===== src/rtl/pcm_slot_pkg.sv =====
package pcm_slot_pkg;
  localparam int CODE_W = 8;
  typedef logic [CODE_W-1:0] code_t;

  // idle pattern on the parallel receive port
  function automatic code_t quiet_code(input logic a_law);
    code_t q;
    if (a_law) q = code_t'({(CODE_W/2){2'b10}});
    else       q = {CODE_W{1'b1}};
    return q;
  endfunction
endpackage


===== src/rtl/pcm_in_sync.sv =====
module pcm_in_sync #(
  parameter int W = 6
) (
  input  logic         clk,
  input  logic         rst_n,
  input  logic [W-1:0] raw,
  output logic [W-1:0] lvl
);
  always_ff @(posedge clk or negedge rst_n) begin
    if (!rst_n) lvl <= '0;
    else        lvl <= raw;
  end
endmodule


===== src/rtl/pcm_idle_timer.sv =====
module pcm_idle_timer #(
  parameter int LIMIT = 60_000_000
) (
  input  logic clk,
  input  logic rst_n,
  input  logic fs,
  output logic standby
);
  localparam int CNT_W = (LIMIT > 1) ? $clog2(LIMIT) : 1;
  localparam logic [CNT_W-1:0] LAST = CNT_W'(LIMIT - 1);

  logic [CNT_W-1:0] cnt;

  always_ff @(posedge clk or negedge rst_n) begin
    if (!rst_n) begin
      standby <= 1'b1;
      cnt     <= '0;
    end else if (fs) begin
      standby <= 1'b0;
      cnt     <= '0;
    end else if (!standby) begin
      if (cnt == LAST) begin
        standby <= 1'b1;
        cnt     <= '0;
      end else begin
        cnt <= cnt + 1'b1;
      end
    end
  end
endmodule


===== src/rtl/pcm_tx_chan.sv =====
module pcm_tx_chan
  import pcm_slot_pkg::*;
(
  input  logic  clk,
  input  logic  rst_n,
  input  logic  var_mode,
  input  logic  dclk_rise,
  input  logic  fs,
  input  code_t word,
  input  logic  sig_in,
  output logic  ser_out,
  output logic  ser_oe,
  output logic  strobe
);
  localparam int CW = $clog2(CODE_W);
  localparam logic [CW-1:0] LAST = CW'(CODE_W - 1);

  logic          active, chk, sigfr, sigbit;
  logic [CW-1:0] cnt;
  code_t         held;
  logic          bit_now;

  always_ff @(posedge clk or negedge rst_n) begin
    if (!rst_n) begin
      active <= 1'b0;
      chk    <= 1'b0;
      sigfr  <= 1'b0;
      sigbit <= 1'b0;
      cnt    <= '0;
      held   <= '0;
    end else if (var_mode && !fs) begin
      active <= 1'b0;
      cnt    <= '0;
    end else if (dclk_rise) begin
      if (!active) begin
        if (fs) begin
          active <= 1'b1;
          cnt    <= '0;
          held   <= word;
          sigbit <= sig_in;
          sigfr  <= 1'b0;
          chk    <= !var_mode;
        end
      end else begin
        if (chk) begin
          sigfr <= fs;
          chk   <= 1'b0;
        end
        if (cnt != LAST)   cnt    <= cnt + 1'b1;
        else if (!var_mode) active <= 1'b0;
      end
    end
  end

  // the LSB is replaced in a signaling frame
  assign bit_now = (cnt == LAST && sigfr) ? sigbit : held[LAST - cnt];
  assign ser_out = active & bit_now;
  assign ser_oe  = active;
  assign strobe  = active & ~var_mode;
endmodule


===== src/rtl/pcm_rx_chan.sv =====
module pcm_rx_chan
  import pcm_slot_pkg::*;
(
  input  logic  clk,
  input  logic  rst_n,
  input  logic  var_mode,
  input  logic  dclk_rise,
  input  logic  dclk_fall,
  input  logic  fs,
  input  logic  din,
  output code_t word_q,
  output logic  sig_q,
  output logic  valid
);
  localparam int CW = $clog2(CODE_W);
  localparam logic [CW-1:0] LAST = CW'(CODE_W - 1);

  logic          active, chk, sigfr, done;
  logic [CW-1:0] cnt;
  code_t         shreg, nxt;

  assign nxt = {shreg[CODE_W-2:0], din};

  always_ff @(posedge clk or negedge rst_n) begin
    if (!rst_n) begin
      active <= 1'b0;
      chk    <= 1'b0;
      sigfr  <= 1'b0;
      done   <= 1'b0;
      cnt    <= '0;
      shreg  <= '0;
      word_q <= '0;
      sig_q  <= 1'b0;
      valid  <= 1'b0;
    end else begin
      valid <= 1'b0;
      if (var_mode) begin
        if (!fs) begin
          cnt  <= '0;
          done <= 1'b0;
        end else if (dclk_fall && !done) begin
          shreg <= nxt;
          if (cnt == LAST) begin
            word_q <= nxt;
            valid  <= 1'b1;
            done   <= 1'b1;
            cnt    <= '0;
          end else begin
            cnt <= cnt + 1'b1;
          end
        end
      end else begin
        if (dclk_rise) begin
          if (!active && fs) begin
            active <= 1'b1;
            cnt    <= '0;
            chk    <= 1'b1;
            sigfr  <= 1'b0;
          end else if (active && chk) begin
            sigfr <= fs;
            chk   <= 1'b0;
          end
        end
        if (dclk_fall && active) begin
          shreg <= nxt;
          if (cnt == LAST) begin
            word_q <= nxt;
            valid  <= 1'b1;
            active <= 1'b0;
            if (sigfr) sig_q <= din;
          end else begin
            cnt <= cnt + 1'b1;
          end
        end
      end
    end
  end
endmodule


===== src/rtl/pcm_slot_port.sv =====
module pcm_slot_port
  import pcm_slot_pkg::*;
#(
  parameter int STANDBY_CYCLES = 60_000_000
) (
  input  logic              clk,
  input  logic              rst_n,
  input  logic              var_mode,
  input  logic              a_law,
  input  logic              mclk,
  input  logic              tx_dclk,
  input  logic              rx_dclk,
  input  logic              tx_fs,
  input  logic              rx_fs,
  input  logic [CODE_W-1:0] tx_word,
  input  logic              tx_sig,
  input  logic              rx_in,
  output logic              ser_out,
  output logic              ser_oe,
  output logic              tx_strobe,
  output logic [CODE_W-1:0] rx_word,
  output logic              rx_valid,
  output logic              rx_sig,
  output logic              tx_standby,
  output logic              rx_standby
);
  localparam int I_MCLK = 0;
  localparam int I_TXD  = 1;
  localparam int I_RXD  = 2;
  localparam int I_TXFS = 3;
  localparam int I_RXFS = 4;
  localparam int I_DIN  = 5;
  localparam int NSYNC  = 6;
  localparam int NCLK   = 3;

  logic [NSYNC-1:0] lvl;
  logic [NCLK-1:0]  clk_d;
  logic mclk_rise, mclk_fall, txd_rise, rxd_fall;
  logic tx_rise_w, rx_fall_w, txfs_lvl, rxfs_lvl;
  code_t rx_word_q;

  pcm_in_sync #(.W(NSYNC)) u_sync (
    .clk(clk), .rst_n(rst_n),
    .raw({rx_in, rx_fs, tx_fs, rx_dclk, tx_dclk, mclk}),
    .lvl(lvl)
  );

  always_ff @(posedge clk or negedge rst_n) begin
    if (!rst_n) clk_d <= '0;
    else        clk_d <= lvl[NCLK-1:0];
  end

  assign mclk_rise = lvl[I_MCLK] & ~clk_d[I_MCLK];
  assign mclk_fall = ~lvl[I_MCLK] & clk_d[I_MCLK];
  assign txd_rise  = lvl[I_TXD] & ~clk_d[I_TXD];
  assign rxd_fall  = ~lvl[I_RXD] & clk_d[I_RXD];
  assign tx_rise_w = var_mode ? txd_rise : mclk_rise;
  assign rx_fall_w = var_mode ? rxd_fall : mclk_fall;
  assign txfs_lvl  = lvl[I_TXFS];
  assign rxfs_lvl  = lvl[I_RXFS];

  pcm_tx_chan u_tx (
    .clk(clk), .rst_n(rst_n), .var_mode(var_mode),
    .dclk_rise(tx_rise_w), .fs(txfs_lvl),
    .word(tx_word), .sig_in(tx_sig),
    .ser_out(ser_out), .ser_oe(ser_oe), .strobe(tx_strobe)
  );

  pcm_rx_chan u_rx (
    .clk(clk), .rst_n(rst_n), .var_mode(var_mode),
    .dclk_rise(mclk_rise), .dclk_fall(rx_fall_w),
    .fs(rxfs_lvl), .din(lvl[I_DIN]),
    .word_q(rx_word_q), .sig_q(rx_sig), .valid(rx_valid)
  );

  pcm_idle_timer #(.LIMIT(STANDBY_CYCLES)) u_tx_idle (
    .clk(clk), .rst_n(rst_n), .fs(txfs_lvl), .standby(tx_standby)
  );

  pcm_idle_timer #(.LIMIT(STANDBY_CYCLES)) u_rx_idle (
    .clk(clk), .rst_n(rst_n), .fs(rxfs_lvl), .standby(rx_standby)
  );

  assign rx_word = rx_standby ? quiet_code(a_law) : rx_word_q;
endmodule


===== config.mk =====
export PLATFORM = sky130hd
export DESIGN_NAME = pcm_slot_port
export DESIGN_NICKNAME = d
export VERILOG_FILES = /design/src/rtl/pcm_slot_pkg.sv /design/src/rtl/pcm_in_sync.sv /design/src/rtl/pcm_idle_timer.sv /design/src/rtl/pcm_tx_chan.sv /design/src/rtl/pcm_rx_chan.sv /design/src/rtl/pcm_slot_port.sv
export SDC_FILE = /design/constraint.sdc
export NUM_CORES = 1
export LEC_CHECK = 0
export ABC_AREA = 1
export BUFFER_PORTS_ARGS = -buffer_cell sky130_fd_sc_hd__buf_2
export CORE_AREA = 2 2 115 117
export DETAILED_ROUTE_END_ITERATION = 6
export DIE_AREA = 0 0 117 119
export HOLD_SLACK_MARGIN = 0.05
export PLACE_DENSITY = 0.62
export SLEW_MARGIN = 20
export SYNTH_ARGS = -nofsm -noshare
export SYNTH_HDL_FRONTEND = slang
export SYNTH_SLANG_ARGS = --single-unit

===== constraint.sdc =====
create_clock -name clk -period 2.4 [get_ports clk]
set_clock_uncertainty 0.15 [all_clocks]
set_input_delay 0.48 -clock clk [delete_from_list [all_inputs] [get_ports clk]]
set_output_delay 0.48 -clock clk [all_outputs]
set_load 0.005 [all_outputs]

==> summary.md, run 1 <==
| Metric | Value |
|---|---|
| Setup TNS Final | `0 ns` |
| Drt first pass iters | `5` |
| Synth top area cells | `dfrtp_1 (45%), nand2_1 (17%), inv_1 (6.4%)` |
| Status | `finished clean` |
| MaxCap Viol Count | `0` |
| Worst Setup Path Type | `flip-flop to primary output` |
| Diodes inserted | `0` |
| Largest net degree at the start of global routing | `between 40 and 50` |
| Netlist cell types | `35` |
| DR vias | `between 4000 and 5000` |
| Ys flop type | `dfrtp_1` |
| Tot GR Track Use | `approximately a fifth` |
| Final period utilization | `96.4%` |
| Final RePlAce weighted congestion | `just under 1` |
| WL final | `approximately 13000 µm` |
| Hold Crit Start | `rx_dclk` |
| Ys Warns | `0` |
| Sink Count | `~100` |
| CTS clk-pin slew, worst paths | `about 0.07 ns` |
| Initial core utilization | `a little over two fifths` |
| Critical Path RT | `1.77 ns` |
| Post-CTS setup buffers | `0` |
| Sw frac | `25.6%` |
| Die area | `between 10000 and 15000 µm²` |
| Final min period | `2.31 ns` |
| Most common cell after layout, fill and taps aside | `nand2_1` |
| Synth Instances | `roughly 770` |
| Leading area contributor after synthesis | `dfrtp_1` |
| Arrival time of the worst setup path | `about 1.7 ns` |
| R2R Setup Slk | `roughly 0.29 ns` |
| Relative slew slack | `between 70 and 80%` |
| EDFF count, synth | `0` |
| Initial antenna violation count | `0` |
| Total grt overflow | `0` |
| FF-to-FF path depth | `10` |
| Unrepaired setup endpoints after global routing | `no` |
| Combinational Power Share | `between 9 and 10%` |
| Syn-to-layout area delta | `13.2%` |
| Worst r2r dst | `u_rx_idle.cnt[17]$_DFFE_PN0P_` |
| Cell Int Power | `slightly below 3 mW` |
| Most frequent cells in the layout | `nand2_1 (260), dfrtp_1 (99), inv_1 (95), nor2_1 (95), o21ai_0 (63)` |
| Setup crit start kind | `flip-flop` |
| Core Region | `12900 µm²` |
| Mean area per synthesized cell | `between 7 and 8 µm²` |
| CTS tree | `yes` |
| Via density | `~5` |
| Worst r2r src | `u_rx_idle.cnt[0]$_DFFE_PN0P_` |
| Io pins | `34` |
| P_sw | `roughly 1.0 mW` |
| Clk_lat worst skew | `roughly 0.35 ns` |
| Worst Tran Pin Value | `approximately 0.44 ns` |
| Fin. max-slew vios | `0` |
| Class of the tightest hold or removal check | `input port to flip-flop` |
| Port Buf Inserts | `33` |
| F_max | `432 MHz` |
| Share of synthesized flip-flops with an asynchronous set or reset | `100%` |
| Total power | `around 4.0 mW` |
| First-pass GRT wire length | `roughly 22000 µm` |
| Crit-path max FO | `7` |
| Register bit total from synthesis | `around 100` |
| Nets@finish | `between 800 and 900` |
| H-tree levels | `3` |
| Hold Crit Endpoint | `u_sync.lvl[2]$_DFF_PN0_` |
| Clock power share | `between 30% and 40%` |
| Die H | `about 120 µm` |
| Iter 0 DRT Violations | `between 200 and 300` |
| Antenna-violating nets left | `0` |
| Final Hold Fails | `0` |
| Number of buffers created by CTS | `9` |
| Longest Clk Path Bufs | `2` |
| Crit. End Element | `primary output` |
| Syn_nets | `between 700 and 800` |
| DP Wirelength | `~9600 µm` |
| Seq/Total Area, Yosys | `45.5%` |
| Core Rows | `42` |
| Avg WL per Cell | `between 10 and 15 µm` |
| Post-synth top area share | `44.6%` |
| Area of the mapped netlist | `around 5600 µm²` |
| Remaining DRCs | `0` |
| Number of global-route vias before repair | `approximately 4700` |
| Sequential power share | `50.3%` |
| Power Dens Cells | `about 630 nW/µm²` |
| Static Leakage | `2.96 nW` |
| Share of cells above drive strength 1 | `approximately 9.9%` |
| Hold Path Stages | `1` |
| Peak VDD IR | `0.000397 V` |
| Final setup fails | `0` |
| Die X | `approximately 120 µm` |
| Clock root buffer | `clkbuf_16` |
## synthesized netlist by cell type (all sizes together) (2+ instances only)
library cell and n:
o21ai 76, a21oi 9, inv 96, or2 5, nand2 263, nor3 5
nand4 21, dfstp 2, o22ai 7, nor2 98, ha 6, nand3 42
clkbuf 6, xor2 16, xnor2 8, dfrtp 100, buf 6
## flip-flops by register name, summed over array words and instances (netlist names), 6 cells and up
signal	cells
u_tx.held	8
u_rx.word_q	8
u_tx_idle.cnt	26
u_rx_idle.cnt	26
u_sync.lvl	6
u_rx.shreg	7
## how the worst max path moves through the flow
stage | start | to | slack, ns | cells after the start
after floorplan | u_rx_idle.cnt[0]$_DFFE_PN0P_ | u_rx_idle.cnt[8]$_DFFE_PN0P_ | 0.66 | 9
after global placement | u_rx_idle.cnt[0]$_DFFE_PN0P_ | u_rx_idle.cnt[17]$_DFFE_PN0P_ | 0.35 | 10
after detailed placement | u_rx_idle.cnt[0]$_DFFE_PN0P_ | u_rx_idle.cnt[17]$_DFFE_PN0P_ | 0.29 | 10
after CTS | u_tx.cnt[0]$_DFFE_PN0P_ | ser_out | 0.05 | 7
after global routing | u_tx.cnt[0]$_DFFE_PN0P_ | ser_out | 0.007 | 7
final | u_tx.cnt[0]$_DFFE_PN0P_ | ser_out | 0.09 | 7
## routing by layer
| metal | share of wire, % | global-route usage, % | vias up |
|---|---|---|---|
| met5 | 0 | 0 | - |
| met1 | 49 | 28.3 | 2263 |
| met4 | 1.3 | 6.62 | 0 |
| li1 | - | - | 2536 |
| met3 | 2.9 | 2.44 | 8 |
| met2 | 46 | 31.2 | 80 |
## logic make-up after synthesis
family,after synthesis,synth area share [%]
AOI/OAI and AO/OA,97,9.61
adders and majority gates,6,1.34
buffers and inverters,109,7.67
xor gates and xnor gates,24,3.75
DFF,102,45.5
and+or+nand+nor,436,32.1
## what timing repair did
| item | 4_1_cts | 5_1_grt |
|---|---|---|
| hold buffers | 1 | 0 |
| setup endpoints to repair | 0 | 1 |
| endpoints found under the hold margin | 26 | 0 |
| gates resized for setup | 0 | 1 |
## critical path: stages (launching register included)
cell,delay (ns)
dfrtp_2,0.45
ha_1,0.21
ha_1,0.22
nand2_1,0.11
nand3_1,0.09
o211ai_1,0.09
inv_1,0.05
buf_2,0.12
## power by group through the flow
| stage | sequential (mW) | clock [mW] | combinational, mW |
|---|---|---|---|
| floorplan | 1.99 | 0 | 0.276 |
| global placement | 2.02 | 0 | 0.384 |
| detailed placement | 2.03 | 0 | 0.399 |
| CTS | 2.00 | 1.63 | 0.402 |
| global route | 2.02 | 1.69 | 0.468 |
| finish | 2.00 | 1.58 | 0.390 |
## layout make-up
| cell class | instances | area (µm²) |
|---|---|---|
| fillers | 1278 | 6530 |
| multi-input cells | 563 | 2620 |
| flip-flops and latches | 102 | 2560 |
| inverters | 97 | 364 |
| repair buffers | 44 | 265 |
| clock buffers | 9 | 225 |
| well taps | 176 | 220 |
| clock inverters | 6 | 95.1 |
## per-stage QoR
step                cell area [µm²]  setup slack (ns)  hold WS, ns  util, %  cells
finish                         6350            0.0855       0.0764     49.3    997
global route                   6350           0.00664       0.0725     49.3    997
CTS                            6350            0.0499       0.0718     49.3    997
detailed placement             6020             0.288        0.210     46.7    981
global placement               6020             0.352        0.211     46.7    981
floorplan                      5610             0.664       0.0344        -    774
Note: power is estimated with default switching activity, not from simulation.
==> run 2, diff against run 1 <==
RECOVER_POWER = 100   (was unset)
==> run 2 against run 1 <==
Power is 0.74% lower; clock-buffer cell count stayed put; combinational power is 6.9% lower; critical path depth stayed put; sequential share of layout area is 0.49 points higher; routed wire length is 0.12% higher; register-to-register slack hardly changed; highest routed layer unchanged; maximum frequency hardly changed; first-iteration DRC count is 17% higher; core utilization is 0.59 points lower; hold slack better by 0.0016 ns; critical path type unchanged.
==> summary.md, run 2 (synthesis results as in run 1) <==
| Metric | Value |
|---|---|
| Status | `finished clean` |
| Initial antenna violation count | `0 (unchanged)` |
| Unrepaired setup endpoints after global routing | `no` |
| Tot GR Track Use | `19.8% (unchanged)` |
| Largest regs | `u_rx_idle.cnt: 26 flops, u_tx_idle.cnt: 26 flops` |
| P_sw | `1.00 mW (-1.5%)` |
| Remaining DRCs | `0 (unchanged)` |
| Setup TNS Final | `0 ns (unchanged)` |
| Worst Setup Path Type | `flip-flop to primary output` |
| Clk_lat worst skew | `0.35 ns (about the same)` |
| Avg WL per Cell | `12.8 µm (+0.12%)` |
| Die H | `119 µm (unchanged)` |
| Sw frac | `25.4% (-0.19 points)` |
| WL met2 | `5900 µm (about the same)` |
| Most common cell after layout, fill and taps aside | `nand2_1` |
| Share of cells above drive strength 1 | `7.67% (-2.2 points)` |
| Sink Count | `102 (unchanged)` |
| Via density | `4.93 (+0.65%)` |
| Crit-path max FO | `7 (unchanged)` |
| Total grt overflow | `0 (unchanged)` |
| Critical Path Stages | `7 (unchanged)` |
| FF-to-FF path depth | `10 (unchanged)` |
| Io pins | `34 (unchanged)` |
| Initial core utilization | `43.6% (unchanged)` |
| F_max | `432 MHz (about the same)` |
| Post-route cell area | `6270 µm² (-1.2%)` |
| Final min period | `2.31 ns (-0.00146 ns)` |
| Power Dens Cells | `628 nW/µm² (+0.47%)` |
| Crit path cell chain | `ha_1 -> ha_1 -> nand2_1 -> nand3_1 -> o211ai_1 -> inv_1 -> buf_2` |
| Peak VDD IR | `0.000397 V (about the same)` |
| Clock power share | `40.1% (+0.2 points)` |
| H-tree levels | `3 (unchanged)` |
| Critical Path Slowest Stage Cell | `dfrtp_2` |
| Sequential power share | `50.7% (+0.4 points)` |
| Antenna-violating nets left | `0 (unchanged)` |
| Relative slew slack | `47.1% (-23 points)` |
| Worst path max stage delay | `0.45 ns (about the same)` |
| Diodes inserted | `0 (unchanged)` |
| Final setup fails | `0 (unchanged)` |
| DR vias | `4919 (+0.65%)` |
| CTS tree | `yes` |
| Core Region | `12900 µm² (unchanged)` |
| Top Layer Used | `met4` |
| Die area | `13900 µm² (unchanged)` |
| Nets@finish | `842 (unchanged)` |
| Register Area | `2560 µm² (unchanged)` |
| Crit. End Element | `primary output` |
| Worst path top cell family by delay | `flip-flops` |
| Combinational Power Share | `9.2% (-0.6 points)` |
| Critical Path RT | `1.77 ns (about the same)` |
| Syn-to-layout area delta | `11.8%` |
| Fin Hold WS | `0.0780 ns (+0.00164 ns)` |
| Setup crit start kind | `flip-flop` |
| Crit path buffers/inverters | `2 (unchanged)` |
| CTS clk-pin slew, worst paths | `0.07 ns (about the same)` |
| Drt first pass iters | `5 (unchanged)` |
| Number of global-route vias before repair | `4731 (unchanged)` |
| Met3 wire length | `411 µm (+12%)` |
| Fin. max-slew vios | `0 (unchanged)` |
| Met1 wire length | `6260 µm (-0.45%)` |
| Longest Clk Path Bufs | `2 (unchanged)` |
| MaxCap Viol Count | `0 (unchanged)` |
| PnR worst setup slack | `0.0870 ns (+0.00146 ns)` |
| Filler instances | `1301 (+1.8%)` |
| WL final | `12700 µm (+0.12%)` |
| Most frequent cells in the layout | `nand2_1 (263), dfrtp_1 (99), nor2_1 (97)` |
| Critical path's most frequent cell | `ha_1` |
| Final Hold Fails | `0 (unchanged)` |
| Die X | `117 µm (unchanged)` |
| Static Leakage | `2.92 nW (-1.3%)` |
| Final period utilization | `96.4% (about the same)` |
| Iter 0 DRT Violations | `304 (+17%)` |
| DP Wirelength | `9620 µm (unchanged)` |
| Class of the tightest hold or removal check | `input port to flip-flop` |
| Port Buf Inserts | `33 (unchanged)` |
| First-pass GRT wire length | `22000 µm (unchanged)` |
| Cell Int Power | `2.94 mW (-0.49%)` |
| Hold Path Stages | `1 (unchanged)` |
| Multi-input gate area | `2580 µm² (-1.7%)` |
| Arrival time of the worst setup path | `1.68 ns (about the same)` |
| Final RePlAce weighted congestion | `0.970 (unchanged)` |
| Post-CTS setup buffers | `0 (unchanged)` |
| Largest net degree at the start of global routing | `45 (unchanged)` |
| DP Worst Slack | `0.288 ns (unchanged)` |
| Post-DP Area | `6020 µm² (unchanged)` |
| Clock root buffer | `clkbuf_16` |
| Worst Tran Pin Value | `0.794 ns (+0.351 ns)` |
| Number of buffers created by CTS | `9 (unchanged)` |
| Core Rows | `42 (unchanged)` |
## run 2: worst paths after layout
kind                                         startpoint                             to  slack, ns
min reg2reg                     u_sync.lvl[1]$_DFF_PN0_             clk_d[1]$_DFF_PN0_       0.22
max in group asynchronous                         rst_n       u_tx.held[4]$_DFFE_PN0P_       0.36
max                             u_tx.cnt[0]$_DFFE_PN0P_                        ser_out       0.09
min                                             rx_dclk        u_sync.lvl[2]$_DFF_PN0_       0.08
min in group asynchronous                         rst_n   u_rx_idle.cnt[3]$_DFFE_PN0P_       0.60
max reg2reg                u_rx_idle.cnt[0]$_DFFE_PN0P_  u_rx_idle.cnt[17]$_DFFE_PN0P_       0.29
## run 2: metrics by stage
step	total power, mW	instances	util [%]
floorplan	2.27	774	-
global placement	2.41	981	46.7
detailed placement	2.43	981	46.7
CTS	4.03	997	49.3
global route	4.15	997	48.7
finish	3.94	997	48.7
## run 2: timing repair
| action | CTS | global route |
|---|---|---|
| endpoints found under the hold margin | 26 | 0 |
| gates resized for setup | 0 | 1 |
| hold buffers | 1 | 0 |
| setup endpoints to repair | 0 | 1 |
## run 2: cell type report
type                    count  share of cell area (%)
repair buffers             44                    3.71
well taps                 176                    3.51
clock inverters             6                    1.52
multi-input cells         563                    41.1
flip-flops and latches    102                    40.7
clock buffers               9                    3.59
inverters                  97                    5.80
## run 2: power groups by stage
stage	logic [mW]	registers [mW]	clock network, mW
floorplan	0.276	1.99	0
global placement	0.384	2.02	0
detailed placement	0.399	2.03	0
CTS	0.402	2.00	1.63
global route	0.441	2.02	1.69
finish	0.363	2.00	1.58
## run 2: layer usage
metal / up-vias / global-route usage, %
met1: 2305 / 28.3
met2: 71 / 31.2
met4: 0 / 6.62
li1: 2535 / -
met5: - / 0
met3: 8 / 2.44
